<file path="config.mk">
export PLATFORM = sky130hd
export DESIGN_NAME = sample_clock_gen
export DESIGN_NICKNAME = d
export VERILOG_FILES = /design/src/rtl/sample_clock_gen_pkg.sv /design/src/rtl/sample_clock_gen_cfg.sv /design/src/rtl/sample_clock_gen_detect.sv /design/src/rtl/sample_clock_gen_intdiv.sv /design/src/rtl/sample_clock_gen_extdiv.sv /design/src/rtl/sample_clock_gen.sv
export SDC_FILE = /design/constraint.sdc
export NUM_CORES = 1
export LEC_CHECK = 0
export CAP_MARGIN = 20
export CORE_MARGIN = 3
export CORE_UTILIZATION = 50
export DETAILED_ROUTE_END_ITERATION = 12
export DONT_BUFFER_PORTS = 1
export GPL_ROUTABILITY_DRIVEN = 0
export GPL_TIMING_DRIVEN = 0
export PLACE_DENSITY = 0.71
export SYNTH_ARGS = -nofsm -noshare
export SYNTH_HDL_FRONTEND = slang
export SYNTH_SLANG_ARGS = --single-unit
</file>
<file path="constraint.sdc">
create_clock -name clk -period 6.6 [get_ports clk]
set_input_delay 1.32 -clock clk [delete_from_list [all_inputs] [get_ports clk]]
set_output_delay 1.32 -clock clk [all_outputs]
set_load 0.01 [all_outputs]
</file>
<file path="src/rtl/sample_clock_gen_pkg.sv">
`timescale 1ns/1ps
package sample_clock_gen_pkg;

    typedef enum logic [1:0] {
        RATE_6K4 = 2'b00,
        RATE_4K0 = 2'b01,
        RATE_8K0 = 2'b10,
        RATE_5K3 = 2'b11
    } rate_sel_e;

    typedef struct packed {
        logic [7:0] ratio;
        rate_sel_e  rate;
    } clk_cfg_t;

    localparam logic [7:0] RATIO_FORBIDDEN = 8'd2;
    localparam clk_cfg_t   CFG_RESET       = '{ratio: 8'd1, rate: RATE_6K4};

    function automatic int unsigned rate_hz(input rate_sel_e r);
        case (r)
            RATE_6K4: return 6400;
            RATE_4K0: return 4000;
            RATE_8K0: return 8000;
            default:  return 5300;
        endcase
    endfunction

    // field 0 stands for the largest ratio
    function automatic logic [8:0] ratio_of(input logic [7:0] field);
        return (field == 8'd0) ? 9'd256 : {1'b0, field};
    endfunction

endpackage

</file>
<file path="src/rtl/sample_clock_gen_cfg.sv">
`timescale 1ns/1ps
module sample_clock_gen_cfg
    import sample_clock_gen_pkg::*;
(
    input  logic       clk,
    input  logic       rst,
    input  logic       load,
    input  logic [9:0] param,
    output clk_cfg_t   cfg,
    output logic       accepted
);
    assign accepted = load && (param[9:2] != RATIO_FORBIDDEN);

    always_ff @(posedge clk) begin
        if (rst) begin
            cfg <= CFG_RESET;
        end else if (accepted) begin
            cfg.ratio <= param[9:2];
            cfg.rate  <= rate_sel_e'(param[1:0]);
        end
    end
endmodule

</file>
<file path="src/rtl/sample_clock_gen_detect.sv">
`timescale 1ns/1ps
module sample_clock_gen_detect #(
    parameter int unsigned TIMEOUT = 1024,
    localparam int W = $clog2(TIMEOUT + 1)
) (
    input  logic clk,
    input  logic rst,
    input  logic ext_clk,
    output logic rise,
    output logic active
);
    logic [2:0]   sync_q;
    logic [W-1:0] quiet_q;

    assign rise = sync_q[1] && !sync_q[2];

    always_ff @(posedge clk) begin
        if (rst) begin
            sync_q  <= '0;
            quiet_q <= '0;
            active  <= 1'b0;
        end else begin
            sync_q <= {sync_q[1:0], ext_clk};
            if (rise) begin
                quiet_q <= '0;
                active  <= 1'b1;
            end else if (quiet_q == W'(TIMEOUT - 1)) begin
                active  <= 1'b0;
            end else begin
                quiet_q <= quiet_q + 1'b1;
            end
        end
    end
endmodule

</file>
<file path="src/rtl/sample_clock_gen_intdiv.sv">
`timescale 1ns/1ps
module sample_clock_gen_intdiv
    import sample_clock_gen_pkg::*;
#(
    parameter int unsigned SYS_CLK_HZ = 20_000_000,
    localparam int unsigned MAX_DIV = SYS_CLK_HZ / 4000,
    localparam int W = $clog2(MAX_DIV + 1)
) (
    input  logic      clk,
    input  logic      rst,
    input  logic      clear,
    input  rate_sel_e rate,
    output logic      tick
);
    localparam int unsigned DIV_6K4 = SYS_CLK_HZ / rate_hz(RATE_6K4);
    localparam int unsigned DIV_4K0 = SYS_CLK_HZ / rate_hz(RATE_4K0);
    localparam int unsigned DIV_8K0 = SYS_CLK_HZ / rate_hz(RATE_8K0);
    localparam int unsigned DIV_5K3 = SYS_CLK_HZ / rate_hz(RATE_5K3);

    logic [W-1:0] cnt_q;
    logic [W-1:0] last;

    always_comb begin
        case (rate)
            RATE_6K4: last = W'(DIV_6K4 - 1);
            RATE_4K0: last = W'(DIV_4K0 - 1);
            RATE_8K0: last = W'(DIV_8K0 - 1);
            default:  last = W'(DIV_5K3 - 1);
        endcase
    end

    always_ff @(posedge clk) begin
        if (rst || clear) begin
            cnt_q <= '0;
            tick  <= 1'b0;
        end else if (cnt_q == last) begin
            cnt_q <= '0;
            tick  <= 1'b1;
        end else begin
            cnt_q <= cnt_q + 1'b1;
            tick  <= 1'b0;
        end
    end
endmodule

</file>
<file path="src/rtl/sample_clock_gen_extdiv.sv">
`timescale 1ns/1ps
module sample_clock_gen_extdiv
    import sample_clock_gen_pkg::*;
#(
    parameter int unsigned FIX_DIV = 128,
    localparam int PW = $clog2(FIX_DIV)
) (
    input  logic       clk,
    input  logic       rst,
    input  logic       clear,
    input  logic       enable,
    input  logic       rise,
    input  logic [7:0] ratio_field,
    output logic       tick
);
    logic [8:0]    pre_q;
    logic [PW-1:0] post_q;
    logic [8:0]    pre_last;

    assign pre_last = ratio_of(ratio_field) - 9'd1;

    always_ff @(posedge clk) begin
        if (rst || clear || !enable) begin
            pre_q  <= '0;
            post_q <= '0;
            tick   <= 1'b0;
        end else begin
            tick <= 1'b0;
            if (rise) begin
                if (pre_q == pre_last) begin
                    pre_q <= '0;
                    if (post_q == PW'(FIX_DIV - 1)) begin
                        post_q <= '0;
                        tick   <= 1'b1;
                    end else begin
                        post_q <= post_q + 1'b1;
                    end
                end else begin
                    pre_q <= pre_q + 1'b1;
                end
            end
        end
    end
endmodule

</file>
<file path="src/rtl/sample_clock_gen.sv">
`timescale 1ns/1ps
module sample_clock_gen
    import sample_clock_gen_pkg::*;
#(
    parameter int unsigned SYS_CLK_HZ = 20_000_000,
    parameter int unsigned FIX_DIV    = 128,
    parameter int unsigned TIMEOUT    = 1024
) (
    input  logic       clk,
    input  logic       rst,
    input  logic       ext_clk,
    input  logic       cfg_load,
    input  logic [9:0] cfg_param,
    output logic       sample_tick,
    output logic       ext_active
);
    clk_cfg_t cfg_q;
    logic     load_ok;
    logic     ext_rise;
    logic     int_tick;
    logic     ext_tick;

    sample_clock_gen_cfg u_cfg (
        .clk      (clk),
        .rst      (rst),
        .load     (cfg_load),
        .param    (cfg_param),
        .cfg      (cfg_q),
        .accepted (load_ok)
    );

    sample_clock_gen_detect #(.TIMEOUT(TIMEOUT)) u_detect (
        .clk     (clk),
        .rst     (rst),
        .ext_clk (ext_clk),
        .rise    (ext_rise),
        .active  (ext_active)
    );

    sample_clock_gen_intdiv #(.SYS_CLK_HZ(SYS_CLK_HZ)) u_intdiv (
        .clk   (clk),
        .rst   (rst),
        .clear (load_ok || ext_active),
        .rate  (cfg_q.rate),
        .tick  (int_tick)
    );

    sample_clock_gen_extdiv #(.FIX_DIV(FIX_DIV)) u_extdiv (
        .clk         (clk),
        .rst         (rst),
        .clear       (load_ok),
        .enable      (ext_active || ext_rise),
        .rise        (ext_rise),
        .ratio_field (cfg_q.ratio),
        .tick        (ext_tick)
    );

    assign sample_tick = ext_active ? ext_tick : int_tick;
endmodule

</file>
Yosys cells after proc, flatten, opt, wreduce, memory -nomap -nowiden

Index checks and enable logic that the tools add are counted.

Flip-flop bits (word level): 56
Bits of input ports: 14
Output and inout bits: 2
Logic and storage cells: 49

Add/subtract/negate cells: 5
Equal/unequal tests: 7
Mux-type cells: 9
Bitwise gates (word level): 2
Reduce and logical (&&, ||, !) cells: 16

Operator list:

| cell                  | count |
|---|---|
| $pmux 13 s3           | 1 |
| $mux 9                | 2 |
| $add 13x1->13 const B | 1 |
| $eq 13x13->1          | 1 |
| $add 11x1->11 const B | 1 |
| $eq 11x10->1 const B  | 1 |
| $add 9x1->9 const B   | 1 |
| $eq 9x9->1            | 1 |
| $sub 9x1->9 const B   | 1 |
| $logic_not 8->1       | 1 |
| $ne 8x2->1 const B    | 1 |
| $add 7x1->7 const B   | 1 |
| $eq 7x7->1 const B    | 1 |
| $mux 7                | 1 |
| $logic_or 1x1->1      | 5 |
| $mux 1                | 5 |
| $reduce_or 2->1       | 2 |
| $reduce_or 3->1       | 1 |
| $eq 2x1->1 const B    | 1 |
| $eq 2x2->1 const B    | 1 |
| $logic_and 1x1->1     | 2 |
| $logic_not 1->1       | 2 |
| $logic_not 2->1       | 1 |
| $not 1->1             | 2 |
| other kinds (2)       | 2 |

Longest topological paths before layout

Gate-level depths: netlist of the first run.

Word-level depth: 6
Depth in mapped cells: 10
Depth with buffers taken out: 8

Modules after synthesis

From an unflattened synthesis of the first run, not the netlist that was laid out.

Cells, all modules: 363
Area, all modules: 3185.6 um2

Modules (own cells, without submodules):

| module                  | times used | cells each | area an instance (um2) | seq. area each (um2) |
|---|---|---|---|---|
| sample_clock_gen_extdiv | 1          | 155        | 1268.7                 | 340.3 |
| sample_clock_gen_intdiv | 1          | 88         | 797.0                  | 280.3 |
| sample_clock_gen_detect | 1          | 71         | 626.9                  | 300.3 |
| sample_clock_gen_cfg    | 1          | 46         | 465.4                  | 200.2 |
| sample_clock_gen        | 1          | 3          | 27.5                   | 0.0 |

Worst setup path before layout of the first run

Ideal clock, no wire load.

Path kind: input port to flip-flop
From: input cfg_param[2]
To: register u_extdiv.pre_q[3]
Setup time: 65 ps
Arrival time: 2804 ps
Data required time: 6535 ps
Setup slack: 3731 ps
Stages: 6
Path buffers: 0
Path through: or4b_2 o21ai_0 nor2b_1 o21ai_0 o21bai_1 nor2_1

Cells in the longest elaborated chain, start to end: 4

Ends and longest elaborated chain:

| item                          | line                          | RTL |
|---|---|---|
| start: declaration            | sample_clock_gen.sv:13        | `input logic [9:0] cfg_param,` |
| $ne 8x2->1                    | sample_clock_gen_cfg.sv:12    | `assign accepted = load && (param[9:2] != RATIO_FORBIDDEN);` |
| $logic_and 1x1->1             | sample_clock_gen_cfg.sv:12    |  |
| $logic_or 1x1->1 (2 in a row) | sample_clock_gen_extdiv.sv:23 | `if (rst \|\| clear \|\| !enable) begin` |
| end signal: assignment        | sample_clock_gen_extdiv.sv:39 | `pre_q <= pre_q + 1'b1;` |
| end: declaration              | sample_clock_gen_extdiv.sv:16 | `logic [8:0] pre_q;` |

No other way between the ends.
A chain may end at the register's enable or synchronous reset.

Worst setup path in the final report of the first run

From: input cfg_param[2]
To: register u_extdiv.pre_q[1]

Same word-level chain as after synthesis.

==> results.md, run 1 <==
- Pre-CTS WS: 3430 ps
- Clk sinks: 56
- Leakage: 1.14 nW
- Met1 wire length: 2860 um
- Met2 wire length: 2560 um
- Seq/Total Area, Yosys: 39.4%
- Slowest cell on the critical path: or4b_2
- H-tree Lvls: 2
- Max rail drop VDD: 0.000147 V
- Fillers: 504
- Clk pin slew, worst setup/hold paths: approximately 100 ps
- Die width: between 80 and 90 um
- Reg2Reg Depth: 10
- Cells after synthesis: 335
- Core area: 5300 um^2
- Buf+Inv Stages, Crit Path: 1
- Worst-margin pin slew: between 500 and 600 ps
- Final Cell Area: 3030 um^2
- Crit-path leading delay family: simple AND/OR/NAND/NOR gates
- Die height: 81.5 um
- DRT Pass-1 Iters: 4
- Clk buf depth: 2
- Initial antenna violation count: 0
- Final #Nets: ~370
- Area after DPL: 2930 um^2
- RSZ-0062 raised after global routing: no
- Slew HR: between 60% and 70%
- Clock Latency Late Sink: 320 ps
- CP arrival: 3100 ps
- Clock skew: 11.8 ps
- Synth warnings: 0
- Post-synth top area share: between 30% and 40%
- Final Slew Violations: 0
- Minimum clock period after layout: 2860 ps
- IO Port Bufs: 0
- Max stage delay on crit path: roughly 650 ps
- Starting Density: ~54%
- IO Count: 16
- Starting DRC count in detailed routing: 110
- Crit path capture type: register
- Flops & latches, synth: 56
- Avg Cell Area, Syn: 8.50 um^2
- Top cells by count, synth: dfxtp_1 (56), nor2_1 (47), nand2_1 (35), xor2_1 (26), a21oi_1 (18)
- Tcrit/Tclk final: ~43%
- Pwr/cell area: 201 nW/um^2
- # resized after CTS: 0
- Mapped Area: 2850 um^2
- Fmax: 0.349 GHz
- Root buffer cell: clkbuf_8
- Row cnt: 26
- Die ar.: 6630 um^2
- Number of global-route vias before repair: 2013
- Detail-routed via count per cell: approximately 5.5
- Cell depth of the worst min-delay path: 1
- Kind of critical path: in -> reg
- Crit-path cells: or4b_2 -> o21ai_0 -> nor2b_1 -> o21ai_0 -> clkbuf_1 -> a21oi_1
- Final ANT Viol Nets: 0
- Layout cells sized above 1: 4.96%
- Setup crit start kind: input port
- Fraction of registers with async set/reset: 0%
- Post-synth cell types: 45
- Most frequent CP cell: o21ai_0
- Dominant cell by count in the synthesized netlist: dfxtp_1
- Top sig layer: met4
- Final setup fails: 0
- Status: finished, final reports clean
- Critical-path maximum fanout: 10
- Detailed placement HPWL: slightly above 4000 um
- CTS Buf Count: 5
- Syn Nets: 361
- Final total power: 0.611 mW
- Final setup TNS: 0 ps
- DRC Markers: 0
- CTS tree: done
- Largest net degree at the start of global routing: 18
- DR vias: 2273
- Global route overflow: 0
- HP Class: reg -> reg
- Final Hold Violating Endpoints: 0
- Post-CTS setup buffers: 0
- First-pass GRT wire length: roughly 9300 um
- Area growth, synth to finish: 6.46%
- Worst Path Required: 6840 ps
- Max Cap Viol: 0
- Post-CTS Hold Buffers: 0
- Area contributors post-synth: dfxtp_1 (39%), xor2_1 (8.0%), nor2_1 (6.2%)
- Area leader, netlist: dfxtp_1
- Total GRT Usage: around 18%
- Routed met3 length: around 190 um
- CP Depth: 6
- EDFF count, synth: 0
- Routed Wire Length: between 5000 and 6000 um
- Wire length per cell: 13.8 um
- ANT cells: 0
- Final Worst Setup Slack: roughly 3700 ps
- Synth Flop Type: dfxtp_1
[placed cells by master, fill, tap and decap left out, types with 4 or more instances in the layout]
master | netlist | final
dfxtp_1 | 56 | 56
nor2_1 | 47 | 47
nand2_1 | 35 | 35
xor2_1 | 26 | 26
a21oi_1 | 18 | 18
xnor2_1 | 16 | 16
nand3_1 | 12 | 12
ha_1 | 12 | 12
nand4_1 | 11 | 11
clkbuf_1 | 10 | 10
and3_1 | 10 | 10
inv_1 | 9 | 9
o21ai_0 | 9 | 9
or4_1 | 8 | 8
nor2b_1 | 7 | 7
clkbuf_8 | 0 | 6
mux2i_1 | 4 | 4
[sequential cells by signal, summed over array words and instances (netlist names)]
signal,flops
u_detect.active,1
u_cfg.cfg,10
u_detect.quiet_q,11
u_extdiv.pre_q,9
u_extdiv.post_q,7
u_detect.sync_q,3
u_extdiv.tick,1
u_intdiv.tick,1
u_intdiv.cnt_q,13
[power by group]
part | leakage [nW] | switching (mW) | internal [mW]
logic | 0.630 | 0.0332 | 0.0235
registers | 0.454 | 0.00967 | 0.344
clock network | 0.0516 | 0.114 | 0.0861
[through the flow]
stage,util [%],std cells,hold WS (ps)
2_1_floorplan,-,335,414
3_3_place_gp,55.3,405,439
3_5_place_dp,55.3,405,449
4_1_cts,57.1,413,468
5_1_grt,57.1,413,475
6_report,57.1,413,462
[metal layers]
metal / up-vias / global-route usage (%)
met5: - / 0
met4: 0 / 6.59
met3: 10 / 3.29
met2: 34 / 27.5
met1: 1062 / 24.8
li1: 1167 / -
[final timing paths]
kind	slack, ps	to	from
max	3740	u_extdiv.pre_q[1]	cfg_param[2]
min	460	u_detect.sync_q[1]	u_detect.sync_q[0]
max reg2reg	3870	u_extdiv.post_q[4]	u_cfg.cfg[2]
min reg2reg	460	u_detect.sync_q[1]	u_detect.sync_q[0]
[area by class of cell]
type | count | area [um^2] | share of cell area [%]
buffer | 13 | 58.8 | 1.94
clock inverter | 2 | 13.8 | 0.454
clock buffer | 6 | 82.6 | 2.73
sequential | 56 | 1120 | 37.0
inverter | 9 | 33.8 | 1.11
tap | 70 | 87.6 | 2.89
multi-input combinational | 257 | 1630 | 53.9
[cells by family (layout without fill, tap and decap cells)]
logic type               Yosys count  after routing  share of synthesized area [%]
AND/OR/NAND/NOR                  155            155                           27.8
flip-flops                        56             56                           39.4
AO/OA/AOI/OAI                     42             42                           9.19
XOR/XNOR                          42             42                           12.9
buffers and inverters             22             30                           3.25
adder cells (fa/ha/maj)           12             12                           5.27
multiplexers                       6              6                           2.20
No activity file was read; power rests on OpenSTA's default activity.
==> inputs of run 2 (changes only) <==
Clock period 6.6 ns to 2.8 ns, I/O delays scaled along.
==> run 2 against run 1 <==
Critical path depth increased by 4. Die area did not move. Worst hold slack got worse by 160 ps. Worst setup slack worse by 3600 ps. Wire length rose by 0.75%. Critical path type is now reg -> reg. Critical endpoint is now u_extdiv.post_q[6].
==> results.md, run 2 (synthesized netlist as in run 1, its figures left out) <==
- Status: finished, final reports clean
- Final Hold Violating Endpoints: 0 (unchanged)
- Most common cell after layout, fill and taps aside: dfxtp_1
- First-pass GRT wire length: 9310 um (unchanged)
- Starting DRC count in detailed routing: 144 (+31%)
- Total GRT Usage: 17.8% (unchanged)
- HP Start: rst
- Root buffer cell: clkbuf_8
- CP arrival: 2890 ps (-210 ps)
- Pre-CTS WS: 110 ps (-3310 ps)
- Critical-path maximum fanout: 9 (-1)
- Worst Path Required: 3040 ps (-3800 ps)
- CTS Buf Count: 5 (unchanged)
- Reg2reg setup slack: 150 ps (-3720 ps)
- Largest Register: u_intdiv.cnt_q
- Die height: 81.5 um (unchanged)
- Final total power: 1.44 mW (+140%)
- Minimum clock period after layout: ~2600 ps
- Area growth, synth to finish: 6.99%
- Top sig layer: met4
- Final core utilization: 57.4% (+0.28 points)
- Largest regs: u_intdiv.cnt_q (13), u_detect.quiet_q (11), u_cfg.cfg (10)
- Row cnt: 26 (unchanged)
- Final ANT Viol Nets: 0 (unchanged)
- Worst-margin pin slew: 561 ps (-16.5 ps)
- Detail-routed via count per cell: 5.60 (+1.7%)
- IO Count: 16 (unchanged)
- FF-to-FF Start: u_cfg.cfg[2]
- Detailed placement HPWL: 4080 um (unchanged)
- CTS tree: done
- Layout cells sized above 1: 5.51% (+0.55 points)
- Wire length per cell: 13.9 um (+0.27%)
- Pwr/cell area: 474 nW/um^2 (+140%)
- Met1 wire length: 2870 um (+0.24%)
- Max rail drop VDD: 0.000346 V (+140%)
- Final Slew Violations: 0 (unchanged)
- Fin cells: 415 (+0.48%)
- WHS: 303 ps (-159 ps)
- Cell depth of the worst min-delay path: 1 (unchanged)
- Clk pin slew, worst setup/hold paths: 100 ps (about the same)
- Tcrit/Tclk final: 94.5%
- Sequential Power Share: 57.8% (-0.2 points)
- Core area: 5300 um^2 (unchanged)
- ANT cells: 0 (unchanged)
- Final Worst Setup Slack: 153 ps (-3580 ps)
- Slew HR: 62.3% (+0.79 points)
- Initial antenna violation count: 0 (unchanged)
- Most frequent cells in the layout: dfxtp_1 (55), nor2_1 (47), nand2_1 (35)
- Clk sinks: 56 (unchanged)
- Leakage: 1.14 nW (+0.41%)
- HP Class: in -> reg
- Max Cap Viol: 0 (unchanged)
- Switching share of power: 25.7% (+0.052 points)
- Setup crit start kind: register
- Largest net degree at the start of global routing: 18 (unchanged)
- Starting Density: 53.7% (unchanged)
- Number of global-route vias before repair: 2013 (unchanged)
- WHS Endpoint: u_detect.sync_q[0]
- Routed Wire Length: 5760 um (+0.75%)
- Clk buf depth: 2 (unchanged)
- Clock skew: 10.6 ps (-1.17 ps)
- Global route overflow: 0 (unchanged)
- DRC Markers: 0 (unchanged)
- H-tree Lvls: 2 (unchanged)
- Switch Pwr: 0.371 mW (+140%)
- Final setup fails: 0 (unchanged)
- Clock power share: 32.4% (-0.3 points)
- Comb pwr share: 9.9% (+0.6 points)
- Routed met3 length: 211 um (+9.9%)
- Met2 wire length: 2600 um (+1.5%)
- Fmax: 0.378 GHz
- Clock Latency Late Sink: 310 ps (about the same)
- Final #Nets: 370 (+0.54%)
- Internal power: 1.07 mW (+140%)
- Placed cells: 405 (unchanged)
- Reg2Reg Depth: 10 (unchanged)
- Die ar.: 6630 um^2 (unchanged)
- Crit path capture type: register
- DR vias: 2322 (+2.2%)
- DRT Pass-1 Iters: 5 (+1)
- Max FFs per register: 13 (unchanged)
- Die width: 81.5 um (unchanged)
- Critical R2R Capture: u_extdiv.post_q[6]
- IO Port Bufs: 0 (unchanged)
- Kind of critical path: reg -> reg
run 2: cell count changes in the layout (fill, tap and decap cells not counted), sizes merged:
| cell | before | now |
|---|---|---|
| nand4 | 12 | 13 |
| buf | 3 | 4 |
run 2: final cells by class:
| cell class | count | area (um^2) |
|---|---|---|
| fill | 502 | 2260 |
| timing repair buffer | 1 | 7.51 |
| clock inverter | 2 | 13.8 |
| clock buffer | 6 | 82.6 |
| inverter | 9 | 33.8 |
| multi-input combinational | 258 | 1640 |
| sequential | 56 | 1120 |
| buffer | 13 | 58.8 |
| tap | 70 | 87.6 |
run 2: stage by stage:
step	TNS [ps]	area, um^2
floorplan	0	2850
global placement	0	2930
detailed placement	0	2930
CTS	0	3030
global route	-0.404	3050
finish	0	3050
run 2: power by group through the flow:
stage	logic (mW)	registers, mW	clock network [mW]
detailed placement	0.133	0.853	0
global placement	0.129	0.853	0
floorplan	0.107	0.847	0
CTS	0.133	0.835	0.486
global route	0.159	0.838	0.518
finish	0.143	0.835	0.467
run 2: worst max-delay path, stage by stage, from the launching register on:
cell      delay, ps
dfxtp_2         390
inv_1            70
ha_1            180
buf_2           170
o21ba_1         180
a221o_1         340
a222oi_1        300
buf_4           180
nand4_1         180
or4_1           440
a21oi_1         150
run 2: worst max-delay path by stage:
stage / start / end / slack (ps) / cells after the start
5_1_grt: u_cfg.cfg[3] / u_extdiv.post_q[3] / -0.4 / 10
6_report: u_cfg.cfg[2] / u_extdiv.post_q[6] / 150 / 10
4_1_cts: u_cfg.cfg[2] / u_extdiv.post_q[6] / 100 / 10
3_3_place_gp: u_cfg.cfg[2] / u_extdiv.post_q[6] / 160 / 10
3_5_place_dp: u_cfg.cfg[2] / u_extdiv.pre_q[5] / 110 / 9
2_1_floorplan: u_cfg.cfg[2] / u_extdiv.post_q[2] / 410 / 9
run 2: repair_timing:
item / 4_1_cts / 5_1_grt
setup endpoints to repair: 0 / 11
gates resized for setup: 0 / 1
buffers inserted: 0 / 1
hold endpoints to repair: 0 / 0
hold buffers: 0 / 0
run 2: routing by layer:
| metal | global-route usage (%) | vias to the layer above |
|---|---|---|
| met5 | 0 | - |
| met4 | 6.59 | 0 |
| met3 | 3.29 | 7 |
| met2 | 27.5 | 59 |
| met1 | 24.8 | 1077 |
| li1 | - | 1179 |
==> inputs of run 3 (changes only) <==
Settings changed: CORE_MARGIN 3 to 4, RECOVER_POWER set to 25.
==> run 3 against run 2 <==
Clock power fell by 11%. Sequential share of layout area increased by 0.087 points. First-iteration DRC count is 44% lower. Wire length decreased by 5.5%. Critical path depth stayed put. Sequential cell count stayed put. Worst hold slack improved by 7.5 ps. Fmax is 2.0% lower. Cell area fell by 0.12%. Sequential power about the same. Critical path type unchanged. Largest cell class unchanged. Largest power group unchanged.
==> results.md, run 3 (synthesized netlist as in run 1, its figures left out) <==
- Final setup TNS: 0 ps (unchanged)
- Clk pin slew, worst setup/hold paths: 90 ps (about the same)
- Worst-margin pin slew: 572 ps (+10.2 ps)
- Clk buf depth: 2 (unchanged)
- Leakage: 1.13 nW (-0.67%)
- Clock skew: 5.13 ps (-5.46 ps)
- Final #Nets: 370 (unchanged)
- Global route overflow: 0 (unchanged)
- Starting DRC count in detailed routing: 81 (-44%)
- Clk sinks: 56 (unchanged)
- Die width: 83.5 um (+2.5%)
- CTS Buf Count: 5 (unchanged)
- IO Port Bufs: 0 (unchanged)
- First-pass GRT wire length: 9380 um (+0.82%)
- Fmax: 0.370 GHz (-2.0%)
- Worst Path Required: 3040 ps (about the same)
- Pwr/cell area: 458 nW/um^2 (-3.5%)
- Layout cells sized above 1: 5.52% (+0.016 points)
- Slowest cell on the critical path: or4_1
- Largest regs: u_intdiv.cnt_q (13), u_detect.quiet_q (11), u_cfg.cfg (10)
- Number of global-route vias before repair: 2086 (+3.6%)
- Area of the multi-input gates: 1640 um^2 (+0.31%)
- Buf+Inv Stages, Crit Path: 3 (unchanged)
- Most common cell after layout, fill and taps aside: dfxtp_1
- Detailed placement HPWL: 3890 um (-4.5%)
- Routed Wire Length: 5440 um (-5.5%)
- Crit-path cells: inv_1 -> ha_1 -> buf_2 -> o21ba_1 -> a221o_1 -> a222oi_1 -> buf_4 -> nand4_1 -> or4_1 -> a21oi_1
- Total GRT Usage: 16.1% (-1.8 points)
- Final Cell Area: 3040 um^2 (-0.12%)
- Crit-path leading delay family: compound AO/OA/AOI/OAI gates
- Max stage delay on crit path: 470 ps (+30 ps)
- Final Hold Violating Endpoints: 0 (unchanged)
- Post-CTS Hold Buffers: 0 (unchanged)
- Final ANT Viol Nets: 0 (unchanged)
- Internal power: 1.04 mW (-3.0%)
- CTS tree: done
- Max FFs per register: 13 (unchanged)
- Slew HR: 61.9% (-0.37 points)
- Die height: 83.5 um (+2.5%)
- Largest net degree at the start of global routing: 17 (-1)
- Clock Latency Late Sink: 310 ps (about the same)
- Critical-path maximum fanout: 9 (unchanged)
- DRT Pass-1 Iters: 4 (-1)
- Wire length per cell: 13.1 um (-5.7%)
- Row cnt: 27 (+3.8%)
- ANT cells: 0 (unchanged)
- Clock power share: 29.9% (-2.5 points)
- Largest Register: u_intdiv.cnt_q
- Area after DPL: 2940 um^2 (about the same)
- DR vias: 2258 (-2.8%)
- Max Cap Viol: 0 (unchanged)
- Initial antenna violation count: 0 (unchanged)
- Fillers: 494 (-1.6%)
- Die ar.: 6960 um^2 (+5.0%)
- Detail-routed via count per cell: 5.43 (-3.0%)
- Final setup fails: 0 (unchanged)
- Tcrit/Tclk final: 96.5% (+2.0 points)
- Switching share of power: 25.2% (-0.44 points)
- Core area: 5510 um^2 (+3.8%)
- Sequential Power Share: 59.9% (+2.1 points)
- Kind of critical path: reg -> reg
- Setup crit start kind: register
- IO Count: 16 (unchanged)
- Pre-CTS WS: 119 ps (+8.62 ps)
- CP arrival: 2940 ps (+50 ps)
- Crit path capture type: register
- Area of all sequential standard cells: 1120 um^2 (+0.11%)
- Minimum clock period after layout: 2700 ps (+55.4 ps)
- Final Slew Violations: 0 (unchanged)
- H-tree Lvls: 2 (unchanged)
- HP Class: in -> reg
- DRC Markers: 0 (unchanged)
- Final Worst Setup Slack: 97.3 ps (-55.4 ps)
- Root buffer cell: clkbuf_8
- Most frequent cells in the layout: dfxtp_1 (54), nor2_1 (47), nand2_1 (35)
- Max rail drop VDD: 0.000297 V (-14%)
- Area growth, synth to finish: 6.86%
- Status: finished, final reports clean
- Starting Density: 51.7% (-2.0 points)
- Comb pwr share: 10.2% (+0.3 points)
- Switch Pwr: 0.352 mW (-5.2%)
- Final total power: 1.39 mW (-3.6%)
[run 3: cell count changes in the layout (fill, tap and decap cells not counted), sizes merged]
cell / before / now
buf: 4 / 3
clkinvlp: 0 / 1
inv: 10 / 9
[run 3: power groups by stage]
stage / logic (mW) / clock network, mW / registers [mW]
6_report: 0.142 / 0.417 / 0.835
5_1_grt: 0.159 / 0.465 / 0.839
4_1_cts: 0.132 / 0.442 / 0.835
3_5_place_dp: 0.132 / 0 / 0.853
3_3_place_gp: 0.130 / 0 / 0.852
2_1_floorplan: 0.107 / 0 / 0.847
[run 3: layout make-up]
class / count / share of cell area (%)
plain buffers: 13 / 2.02
clock inverters: 2 / 0.411
well taps: 72 / 2.96
inverters: 9 / 1.11
repair buffers: 1 / 0.247
clock buffers: 5 / 2.26
multi-input cells: 258 / 54.1
flip-flops and latches: 56 / 36.9
[run 3: timing repair]
item / in CTS / in global routing
resized for setup: 0 / 4
endpoints found under the setup margin: 0 / 13
setup buffers: 0 / 1
hold endpoints to repair: 0 / 0
[run 3: worst paths after layout]
| path | cells after the start | slack (ps) | startpoint | to |
|---|---|---|---|---|
| worst max-delay path | 10 | 100 | u_cfg.cfg[2] | u_extdiv.post_q[3] |
| worst min-delay path | 1 | 310 | rst | u_detect.sync_q[1] |
| worst max register to register | 10 | 100 | u_cfg.cfg[2] | u_extdiv.post_q[3] |
| worst min register to register | 1 | 450 | u_detect.sync_q[0] | u_detect.sync_q[1] |
[run 3: per-layer routing]
metal	up-vias	track usage, %	routed length, um
met3	7	3.26	223
met5	-	0	0
met2	50	25.5	2330
met1	1029	22.0	2820
li1	1172	-	-
met4	0	4.97	62
[run 3: through the flow]
stage	instances	hold slack [ps]	utilization, %
after CTS	414	291	54.8
after global routing	416	294	55.2
after global placement	407	426	53.3
after detailed placement	407	425	53.3
final	416	310	55.2
after floorplan	335	414	-
